===== config.mk =====
export PLATFORM = sky130hd
export DESIGN_NAME = bridge_fault_flag
export DESIGN_NICKNAME = d
export VERILOG_FILES = /design/src/rtl/ffl_pkg.sv /design/src/rtl/ffl_oc_stretch.sv /design/src/rtl/ffl_vds_monitor.sv /design/src/rtl/ffl_sh_ctrl.sv /design/src/rtl/bridge_fault_flag.sv
export SDC_FILE = /design/constraint.sdc
export NUM_CORES = 1
export LEC_CHECK = 0
export ABC_AREA = 1
export CAP_MARGIN = 20
export CORE_AREA = 2 2 143 89
export CTS_CLUSTER_DIAMETER = 150
export DETAILED_ROUTE_END_ITERATION = 16
export DIE_AREA = 0 0 145 91
export GPL_ROUTABILITY_DRIVEN = 0
export PLACE_DENSITY = 0.62
export REMOVE_ABC_BUFFERS = 1
export SYNTH_ARGS = -nofsm -noshare
export SYNTH_HDL_FRONTEND = slang
export SYNTH_SLANG_ARGS = --single-unit

===== constraint.sdc =====
create_clock -name clk -period 1.7 [get_ports clk]
set_clock_uncertainty 0.05 [all_clocks]
set_input_delay 0.34 -clock clk [delete_from_list [all_inputs] [get_ports clk]]
set_output_delay 0.34 -clock clk [all_outputs]
set_load 0.02 [all_outputs]

===== src/rtl/ffl_pkg.sv =====
package ffl_pkg;

   typedef enum logic [1:0] {
      PH_DRIVE     = 2'd0,
      PH_MIXED_OFF = 2'd1,
      PH_SLOW      = 2'd2,
      PH_FAST      = 2'd3
   } chop_phase_e;

endpackage


===== src/rtl/ffl_oc_stretch.sv =====
module ffl_oc_stretch #(
   parameter int HOLD_CYC = 100000
) (
   input  logic clk,
   input  logic rst_n,
   input  logic oc_trip,
   output logic oc_active
);
   localparam int CW = $clog2(HOLD_CYC + 1);

   if (HOLD_CYC < 1) begin : g_bad_hold
      $error("ffl_oc_stretch: HOLD_CYC must be at least 1");
   end

   logic [CW-1:0] cnt_q;

   // A new trip reloads the counter; otherwise it runs down to zero.
   always_ff @(posedge clk or negedge rst_n) begin
      if (!rst_n) begin
         cnt_q <= '0;
      end else if (oc_trip) begin
         cnt_q <= CW'(HOLD_CYC);
      end else if (cnt_q != '0) begin
         cnt_q <= cnt_q - CW'(1);
      end
   end

   assign oc_active = oc_trip | (cnt_q != '0);

endmodule


===== src/rtl/ffl_vds_monitor.sv =====
module ffl_vds_monitor #(
   parameter int NUM_SW         = 4,
   parameter int SR_BLANK_CYC   = 200,
   parameter bit SR_FIXED_BLANK = 1'b1
) (
   input  logic              clk,
   input  logic              rst_n,
   input  logic [NUM_SW-1:0] vds_trip,
   input  logic [NUM_SW-1:0] sw_on,
   input  logic [NUM_SW-1:0] rc_blank_done,
   input  logic              sr_offtime,
   input  logic              clear_req,
   output logic              lat_q,
   output logic              lat_next
);
   localparam int SCW = $clog2(SR_BLANK_CYC + 1);

   if (NUM_SW < 1) begin : g_bad_num
      $error("ffl_vds_monitor: NUM_SW must be at least 1");
   end
   if (SR_BLANK_CYC < 1) begin : g_bad_sr
      $error("ffl_vds_monitor: SR_BLANK_CYC must be at least 1");
   end

   logic sr_sel;
   logic [NUM_SW-1:0] armed;
   logic det;

   // Variant choice: fixed short blanking for rectification turn-ons,
   // or RC blanking for every turn-on.
   if (SR_FIXED_BLANK) begin : g_sr_fixed
      assign sr_sel = sr_offtime;
   end else begin : g_sr_rc
      assign sr_sel = 1'b0;
   end

   for (genvar i = 0; i < NUM_SW; i++) begin : g_sw
      logic           prev_on;
      logic           in_blank;
      logic           use_sr;
      logic [SCW-1:0] sr_cnt;

      always_ff @(posedge clk or negedge rst_n) begin
         if (!rst_n) begin
            prev_on  <= 1'b0;
            in_blank <= 1'b0;
            use_sr   <= 1'b0;
            sr_cnt   <= '0;
         end else if (!sw_on[i]) begin
            prev_on  <= 1'b0;
            in_blank <= 1'b0;
            sr_cnt   <= '0;
         end else begin
            prev_on <= 1'b1;
            if (!prev_on) begin
               in_blank <= 1'b1;
               use_sr   <= sr_sel;
               sr_cnt   <= SCW'(SR_BLANK_CYC - 1);
            end else if (in_blank) begin
               if (use_sr) begin
                  if (sr_cnt == '0) begin
                     in_blank <= 1'b0;
                  end else begin
                     sr_cnt <= sr_cnt - SCW'(1);
                  end
               end else if (rc_blank_done[i]) begin
                  in_blank <= 1'b0;
               end
            end
         end
      end

      assign armed[i] = sw_on[i] & prev_on & ~in_blank;
   end

   assign det      = |(armed & vds_trip);
   assign lat_next = clear_req ? 1'b0 : (lat_q | det);

   always_ff @(posedge clk or negedge rst_n) begin
      if (!rst_n) begin
         lat_q <= 1'b0;
      end else begin
         lat_q <= lat_next;
      end
   end

endmodule


===== src/rtl/ffl_sh_ctrl.sv =====
module ffl_sh_ctrl
   import ffl_pkg::*;
#(
   parameter int ZERO_DELAY_CYC = 60000
) (
   input  logic        clk,
   input  logic        rst_n,
   input  logic        enable,
   input  chop_phase_e phase,
   input  logic        lat_next,
   output logic        hold_q,
   output logic        zero_q
);
   localparam int ZW = $clog2(ZERO_DELAY_CYC + 1);

   if (ZERO_DELAY_CYC < 1) begin : g_bad_zero
      $error("ffl_sh_ctrl: ZERO_DELAY_CYC must be at least 1");
   end

   logic [ZW-1:0] en_q;
   logic [ZW-1:0] en_next;
   logic          zero_next;
   logic          hold_want;
   logic          hold_next;

   always_comb begin
      en_next = en_q;
      if (enable) begin
         en_next = '0;
      end else if (en_q != ZW'(ZERO_DELAY_CYC)) begin
         en_next = en_q + ZW'(1);
      end
   end

   always_comb begin
      unique case (phase)
         PH_MIXED_OFF: hold_want = 1'b1;
         PH_SLOW:      hold_want = ~enable;
         PH_FAST:      hold_want = 1'b0;
         default:      hold_want = 1'b0;
      endcase
   end

   assign zero_next = lat_next | (en_next == ZW'(ZERO_DELAY_CYC));
   assign hold_next = hold_want & ~zero_next;

   always_ff @(posedge clk or negedge rst_n) begin
      if (!rst_n) begin
         en_q   <= '0;
         hold_q <= 1'b0;
         zero_q <= 1'b0;
      end else begin
         en_q   <= en_next;
         hold_q <= hold_next;
         zero_q <= zero_next;
      end
   end

endmodule


===== src/rtl/bridge_fault_flag.sv =====
module bridge_fault_flag
   import ffl_pkg::*;
#(
   parameter int NUM_SW         = 4,
   parameter int HOLD_CYC       = 100000,
   parameter int SR_BLANK_CYC   = 200,
   parameter int ZERO_DELAY_CYC = 60000,
   parameter bit SR_FIXED_BLANK = 1'b1
) (
   input  logic              clk,
   input  logic              rst_n,
   input  logic              oc_trip,
   input  logic [NUM_SW-1:0] vds_trip,
   input  logic [NUM_SW-1:0] sw_on,
   input  logic [NUM_SW-1:0] rc_blank_done,
   input  logic              sr_offtime,
   input  logic              standby,
   input  logic              uv_fault,
   input  logic              enable,
   input  logic [1:0]        chop_phase,
   output logic              flag_n,
   output logic              vds_latched,
   output logic              sh_hold,
   output logic              sh_zero
);
   logic        oc_active;
   logic        lat_next;
   logic        clear_req;
   chop_phase_e phase;

   assign clear_req = standby | uv_fault;
   assign phase     = chop_phase_e'(chop_phase);

   ffl_oc_stretch #(
      .HOLD_CYC(HOLD_CYC)
   ) u_oc (
      .clk      (clk),
      .rst_n    (rst_n),
      .oc_trip  (oc_trip),
      .oc_active(oc_active)
   );

   ffl_vds_monitor #(
      .NUM_SW        (NUM_SW),
      .SR_BLANK_CYC  (SR_BLANK_CYC),
      .SR_FIXED_BLANK(SR_FIXED_BLANK)
   ) u_vds (
      .clk          (clk),
      .rst_n        (rst_n),
      .vds_trip     (vds_trip),
      .sw_on        (sw_on),
      .rc_blank_done(rc_blank_done),
      .sr_offtime   (sr_offtime),
      .clear_req    (clear_req),
      .lat_q        (vds_latched),
      .lat_next     (lat_next)
   );

   ffl_sh_ctrl #(
      .ZERO_DELAY_CYC(ZERO_DELAY_CYC)
   ) u_sh (
      .clk     (clk),
      .rst_n   (rst_n),
      .enable  (enable),
      .phase   (phase),
      .lat_next(lat_next),
      .hold_q  (sh_hold),
      .zero_q  (sh_zero)
   );

   // Registered flag: one clean edge per change, no decode glitches.
   always_ff @(posedge clk or negedge rst_n) begin
      if (!rst_n) begin
         flag_n <= 1'b1;
      end else begin
         flag_n <= ~(oc_active | lat_next);
      end
   end

endmodule


; ---- Yosys cells after proc, flatten, opt, wreduce, memory -nomap -nowiden
; Index checks and enable logic that the tools add are counted.
[word_totals]
elab_cells = 139
register_bits = 81
inputBits = 21
[op_classes]
eq_ne = 16
mux = 54
n_addsub = 6
n_reduce_logical = 15
bitwise_logic = 26
[op_table]
columns = op, n
row1 = 2-to-1 mux 8 bit, 20
row2 = != test 3 bit (second input constant), 12
row3 = 2-to-1 mux 17 bit, 2
row4 = zero test 8 bit, 4
row5 = 2-to-1 mux 16 bit, 2
row6 = subtractor 8 x 1 -> 8 bit (second input constant), 4
row7 = 2-to-1 mux 1 bit, 29
row8 = nonzero test 17 bit, 1
row9 = subtractor 17 x 1 -> 17 bit (second input constant), 1
row10 = adder 16 x 1 -> 16 bit (second input constant), 1
row11 = == test 16 bit (second input constant), 1
row12 = != test 16 bit (second input constant), 1
row13 = AND reduction 3 bit, 4
row14 = inverter 1 bit, 11
row15 = AND 1 bit, 9
row16 = AND reduction 2 bit, 4
row17 = OR 1 bit, 5
row18 = AND 4 bit, 1
row19 = OR reduction 4 bit, 1
row20 = == test 2 x 1 -> 1 bit (second input constant), 1
row21 = == test 2 bit (second input constant), 1
row22 = case mux 1 bit (2 select lines), 1
row23 = nonzero test 2 bit, 1

; ---- Logic depth before layout (Yosys ltp)
[depth]
word_depth = 9
ltp_mapped = 13
depth_no_buf = 13

; ---- Hierarchy
; Synthesis repeated with hierarchy kept, for this count alone.
[unflattened]
hier_cells = 727
area_unflattened_um2 = 5149.9
[modules_own_cells]
columns = mod, n_inst, seq_area_each_um2, area_per_inst_um2, cells_each
row1 = ffl_vds_monitor, 1, 1126.1, 2798.9, 386
row2 = ffl_sh_ctrl, 1, 450.4, 1243.7, 186
row3 = ffl_oc_stretch, 1, 425.4, 1066.0, 150
row4 = bridge_fault_flag, 1, 26.3, 41.3, 5

; ---- Least setup slack after synthesis
; No wires, ideal clock.
[synth_timing]
kind = register -> register
from = register u_oc.cnt_q[0]
to = register u_oc.cnt_q[2]
arrival_ns = 1.447
slack_ns = 0.086
stages_incl_launch_ff = 12
n_path_buf = 0
path_cell_list = dfrtp_1 > inv_1 > ha_1 > inv_1 > nor2_1 > nand3_1 > nor2_1 > nand4_1 > nand2_1 > inv_1 > o21ai_1 > inv_1
[synth_between]
elab_chain_len = 3
[synth_rtl]
columns = item, line_no
row1 = from (decl), ffl_oc_stretch.sv:15  ; logic [CW-1:0] cnt_q;
row2 = from (signal assigned), ffl_oc_stretch.sv:22  ; cnt_q <= CW'(HOLD_CYC);
row3 = from (signal assigned), ffl_oc_stretch.sv:24  ; cnt_q <= cnt_q - CW'(1);
row4 = subtractor 17 x 1 -> 17 bit, ffl_oc_stretch.sv:24
row5 = 2-to-1 mux 17 bit, ffl_oc_stretch.sv:23  ; end else if (cnt_q != '0) begin
row6 = 2-to-1 mux 17 bit, ffl_oc_stretch.sv:21  ; end else if (oc_trip) begin
; Parallel ways exist; a longest one is shown, timed or not. The select of a mux whose other input is x is not followed.
; A chain may end at the register's enable or synchronous reset.

; ---- Worst setup path after layout
[layout_timing]
from = register u_sh.en_q[6]
to = register u_sh.hold_q
[layout_between]
elab_chain_len = 7
[layout_rtl]
columns = item, line_no
row1 = from (decl), ffl_sh_ctrl.sv:20  ; logic [ZW-1:0] en_q;
row2 = from (signal assigned), ffl_sh_ctrl.sv:53  ; en_q <= en_next;
row3 = adder 16 x 1 -> 16 bit or != test 16 bit (tied branches), "ffl_sh_ctrl.sv:31, ffl_sh_ctrl.sv:30"
row4 = 2-to-1 mux 16 bit *, ffl_sh_ctrl.sv:30  ; end else if (en_q != ZW'(ZERO_DELAY_CYC)) begin
row5 = 2-to-1 mux 16 bit *, ffl_sh_ctrl.sv:28  ; if (enable) begin
row6 = == test 16 bit *, ffl_sh_ctrl.sv:44  ; assign zero_next = lat_next | (en_next == ZW'(ZERO_DELAY_CYC));
row7 = OR 1 bit *, ffl_sh_ctrl.sv:44
row8 = net u_sh.zero_next, ffl_sh_ctrl.sv:22  ; logic zero_next;
row9 = inverter 1 bit *, ffl_sh_ctrl.sv:45  ; assign hold_next = hold_want & ~zero_next;
row10 = AND 1 bit *, ffl_sh_ctrl.sv:45
row11 = net u_sh.hold_next, ffl_sh_ctrl.sv:24  ; logic hold_next;
row12 = to (signal assigned), ffl_sh_ctrl.sv:54  ; hold_q <= hold_next;
row13 = to (decl), ffl_sh_ctrl.sv:11  ; output logic hold_q,
; Mark *: on every way through the listed nets, which the timed path passes. The rest lies on a longest branch.

==> results by stage <==
Outcome:
- The run finished, with violations left.
- The checks that failed: negative setup slack.

Clock network:
- The longest clock path from root to sink contains 2 buffers.
- The number of clock buffers added by TritonCTS is 9.
- The library cell used as clock root buffer is sky130_fd_sc_hd__clkbuf_16.
- For the worst-skew pair, the clock arrives at the later sink with an insertion delay of 340 ps.
- The clock tree from TritonCTS is done.
- In this run the number of H-tree levels came out at 3.
- After clock tree synthesis, the clock-pin slew on the worst setup and hold paths is 60 ps.
- The tree built by TritonCTS fans out to 81 sinks.

Global routing:
- The aggregate global-route resource usage is 18.25%.
- The overall overflow remaining after global route is 0.
- The number of antenna violations at the first check in global routing is 0.
- The number of global-route vias before repair is 4185.
- The wire length of the first global-routing pass is 19.55 mm.
- The largest net degree at the start of global routing is 38.

STA:
- The final critical-path required period is 1782 ps.
- Setup repair after global routing could not meet its margin everywhere.
- The aggregate negative setup slack is -231.6 ps.
- The period utilization is 104.8%.
- The worst setup slack after layout is -81.85 ps.
- The worst hold slack is 429.2 ps.
- The highest clock rate is 561.2 MHz.
- For the pin with the worst max-slew slack, the measured transition is 451.4 ps.
- The count of final setup violators is 6.
- The count of endpoints failing hold in the final timing report is 0.
- The max-slew violation count is 0.
- Measured against its own limit, the worst slew margin works out to 69.91%.

Floorplan:
- The die is 145 um wide.
- The core footprint is 0.01183 mm^2.
- The initial utilization of the core area, before any placement, comes to 39.32%.
- The number of placed I/O pins is 25.
- The die outline height is 91 um.
- The floorplan has 31 rows.
- The overall die area is 0.01320 mm^2.

Placement:
- The minimum setup slack after placement is -203.7 ps.
- The placed instance area is 0.005555 mm^2.
- The cell count after placement is 860.
- Detailed placement finished with a half-perimeter wire length of 8.645 mm.
- Port buffering added 24 buffers.

Synth:
- Sequential elements use 43.60% of the synthesized area.
- The area fraction of the dominant cell type after synthesis is 43.03%.
- The count of distinct cell types in the synthesized netlist is 36.
- The gate count after technology mapping is 612.
- The synthesis-stage register bit count is 81.
- The number of flops mapped to enable cells by yosys is 0.
- The synthesized design spends more area on one cell type than any other, namely sky130_fd_sc_hd__dfrtp_1.
- The mapped netlist covers 0.004652 mm^2.
- Among all flip-flop cells after synthesis, the most frequent one is sky130_fd_sc_hd__dfrtp_1.
- The Yosys step of the flow raised 0 warnings.
- Ranked by total cell area, the synthesized netlist is headed by sky130_fd_sc_hd__dfrtp_1 (43%), sky130_fd_sc_hd__inv_1 (8.8%), sky130_fd_sc_hd__nand2_1 (7.7%).
- For this run, asynchronously set or reset flops after synthesis account for 100.0%.
- The mean area per synthesized cell is 7.601 um^2.

Worst setup path:
- For this design, the slowest cell found on the critical path is sky130_fd_sc_hd__dfrtp_1.
- The critical path buffer and inverter count is 0.
- At the worst endpoint, the required time is 1880 ps.
- The type of the worst setup path is reg -> reg.
- In this run the worst path has a maximum fanout of 4.
- The endpoint type of the worst setup path is a flip-flop.
- The critical path's top delay family is simple AND/OR/NAND/NOR gates.
- The signal on the critical path passes through nand2_1 > nor2_1 > nand2_2 > o21ai_2 > nand3_2 > nor2_2 > nand2_1 > nor2_1 > nand2_1 > nand2_2 > nor2_2.
- Data on the critical path arrives at its endpoint at 1960 ps.
- For this run, the slowest stage of the critical path takes 420 ps.
- Among the stages of the critical path, the cell type that occurs most often is sky130_fd_sc_hd__nand2_1.
- The worst setup path is launched from a flip-flop.

Drt:
- The number of vias per cell after detailed routing is 5.018.
- Once detail routing completed, the nets flagged for antenna violations numbered 0.
- For this block, the initial DRC count from the detailed router was 356.
- In the routed design, unresolved DRC markers number 0.
- After detailed routing, the average wire length per cell comes to 13.55 um.
- The wire length after detailed routing is 12.19 mm.
- The routed layout has 4511 vias.
- Before antenna repair, the detailed router went through 6 iterations.

Job:
- The tool flagged a number of max-cap violations equal to 0.

Cells and area:
- Leaving out fill and tap cells, the most frequent cell in the layout is sky130_fd_sc_hd__inv_1.
- The number of standard cells in the layout, taps in and fillers out is 899.
- The utilization of the core after routing is 53.94%.
- The number of antenna diodes in the final layout is 0.
- The top cell types in the final layout, fill and taps aside, are sky130_fd_sc_hd__inv_1 (95), sky130_fd_sc_hd__nand2_1 (84), sky130_fd_sc_hd__buf_4 (79).
- From synthesis to final layout, the design area changed by 37.17%.
- The layout has 1082 filler cells.
- The post-route cell area is 0.006381 mm^2.
- The net total in the final layout is 764.
- The fraction of final layout cells sized beyond drive strength 1 is 29.84%.

Power:
- The overall power after layout is 5.493 mW.
- The maximum vdd drop is 0.5748 mV.
- The power per cell area is 860.8 mW/mm^2.
- For this design the static power due to leakage is 3.013 nW.

Worst hold path:
- The min-delay analysis places its worst path in the category in -> async.
-- metal layers --
metal,wire length (um),up-vias,GRT usage [%]
met5,0,-,0
met4,141,0,4.125
met3,623,15,4.271
met2,5496,118,28.17
met1,5924,2147,26.10
li1,-,2231,-
-- state kept, by name (all words and copies together) (netlist names) --
name	flops
u_sh.zero_q	1
flag_n	1
u_sh.en_q	16
u_vds.lat_q	1
u_vds.g_sw.use_sr	4
u_vds.g_sw.in_blank	4
u_oc.cnt_q	17
u_sh.hold_q	1
u_vds.g_sw.sr_cnt	32
u_vds.g_sw.prev_on	4
-- logic make-up (layout without fill, tap and decap cells) --
| kind of cell | after synthesis | after routing | share of synthesized area [%] |
|---|---|---|---|
| buffers and inverters | 121 | 243 | 9.925 |
| XOR/XNOR | 4 | 4 | 0.7532 |
| flip-flops | 81 | 81 | 43.60 |
| AND/OR/NAND/NOR | 281 | 281 | 28.56 |
| adder cells (fa/ha/maj) | 13 | 13 | 3.497 |
| AO/OA/AOI/OAI | 112 | 112 | 13.66 |
-- power by group --
group / leakage, nW / switching (mW) / total (mW) / internal (mW)
Sequential: 1.02 / 0.124 / 2.19 / 2.06
Combinational: 1.83 / 0.614 / 1.11 / 0.496
Clock: 0.161 / 0.775 / 2.20 / 1.42
-- cells in the mapped netlist (5+ instances only) --
library cell / n
sky130_fd_sc_hd__o21ai_1: 6
sky130_fd_sc_hd__inv_2: 9
sky130_fd_sc_hd__nor3_1: 17
sky130_fd_sc_hd__o21bai_1: 5
sky130_fd_sc_hd__nand3_1: 53
sky130_fd_sc_hd__dfrtp_1: 80
sky130_fd_sc_hd__nor2_1: 61
sky130_fd_sc_hd__nand2_1: 95
sky130_fd_sc_hd__nand3_2: 5
sky130_fd_sc_hd__o21ai_0: 46
sky130_fd_sc_hd__nand4_1: 12
sky130_fd_sc_hd__o22ai_1: 8
sky130_fd_sc_hd__a21oi_1: 26
sky130_fd_sc_hd__ha_1: 13
sky130_fd_sc_hd__inv_1: 109
sky130_fd_sc_hd__nand2_2: 10
sky130_fd_sc_hd__nor2_2: 12
-- final timing paths --
check	start	end	slack (ps)	depth (start not counted)
min in group clk	u_vds.g_sw[1].use_sr	u_vds.g_sw[1].use_sr	450	2
max in group asynchronous	rst_n	u_oc.cnt_q[2]	590	3
min	rst_n	u_vds.g_sw[1].sr_cnt[1]	430	2
max	u_sh.en_q[6]	u_sh.hold_q	-80	11
min reg2reg	u_vds.g_sw[1].use_sr	u_vds.g_sw[1].use_sr	450	2
max reg2reg	u_sh.en_q[6]	u_sh.hold_q	-80	11
-- final cells by class --
cell class | instances | area, um^2 | share of cell area (%)
Multi-Input combinational cell | 410 | 2437 | 38.20
Sequential cell | 81 | 2038 | 31.94
Timing Repair Buffer | 110 | 918.4 | 14.39
Inverter | 118 | 447.9 | 7.020
Clock buffer | 9 | 225.2 | 3.529
Tap cell | 165 | 206.4 | 3.235
Clock inverter | 6 | 107.6 | 1.686
-- repair_timing --
item	4_1_cts	5_1_grt
setup endpoints to repair	22	34
endpoints found under the hold margin	29	0
resized for setup	23	81
hold buffers	1	0
gates cloned	0	0
buffers inserted	4	20
pin swaps	12	40
-- worst reg2reg max path, stage by stage (launching register included) --
cell and delay, ps:
sky130_fd_sc_hd__dfrtp_1 420, sky130_fd_sc_hd__nand2_1 140, sky130_fd_sc_hd__nor2_1 170, sky130_fd_sc_hd__nand2_2 120
sky130_fd_sc_hd__o21ai_2 170, sky130_fd_sc_hd__nand3_2 100, sky130_fd_sc_hd__nor2_2 150, sky130_fd_sc_hd__nand2_1 80
sky130_fd_sc_hd__nor2_1 100, sky130_fd_sc_hd__nand2_1 80, sky130_fd_sc_hd__nand2_2 70, sky130_fd_sc_hd__nor2_2 30
Power figures use the tool's default switching activity.
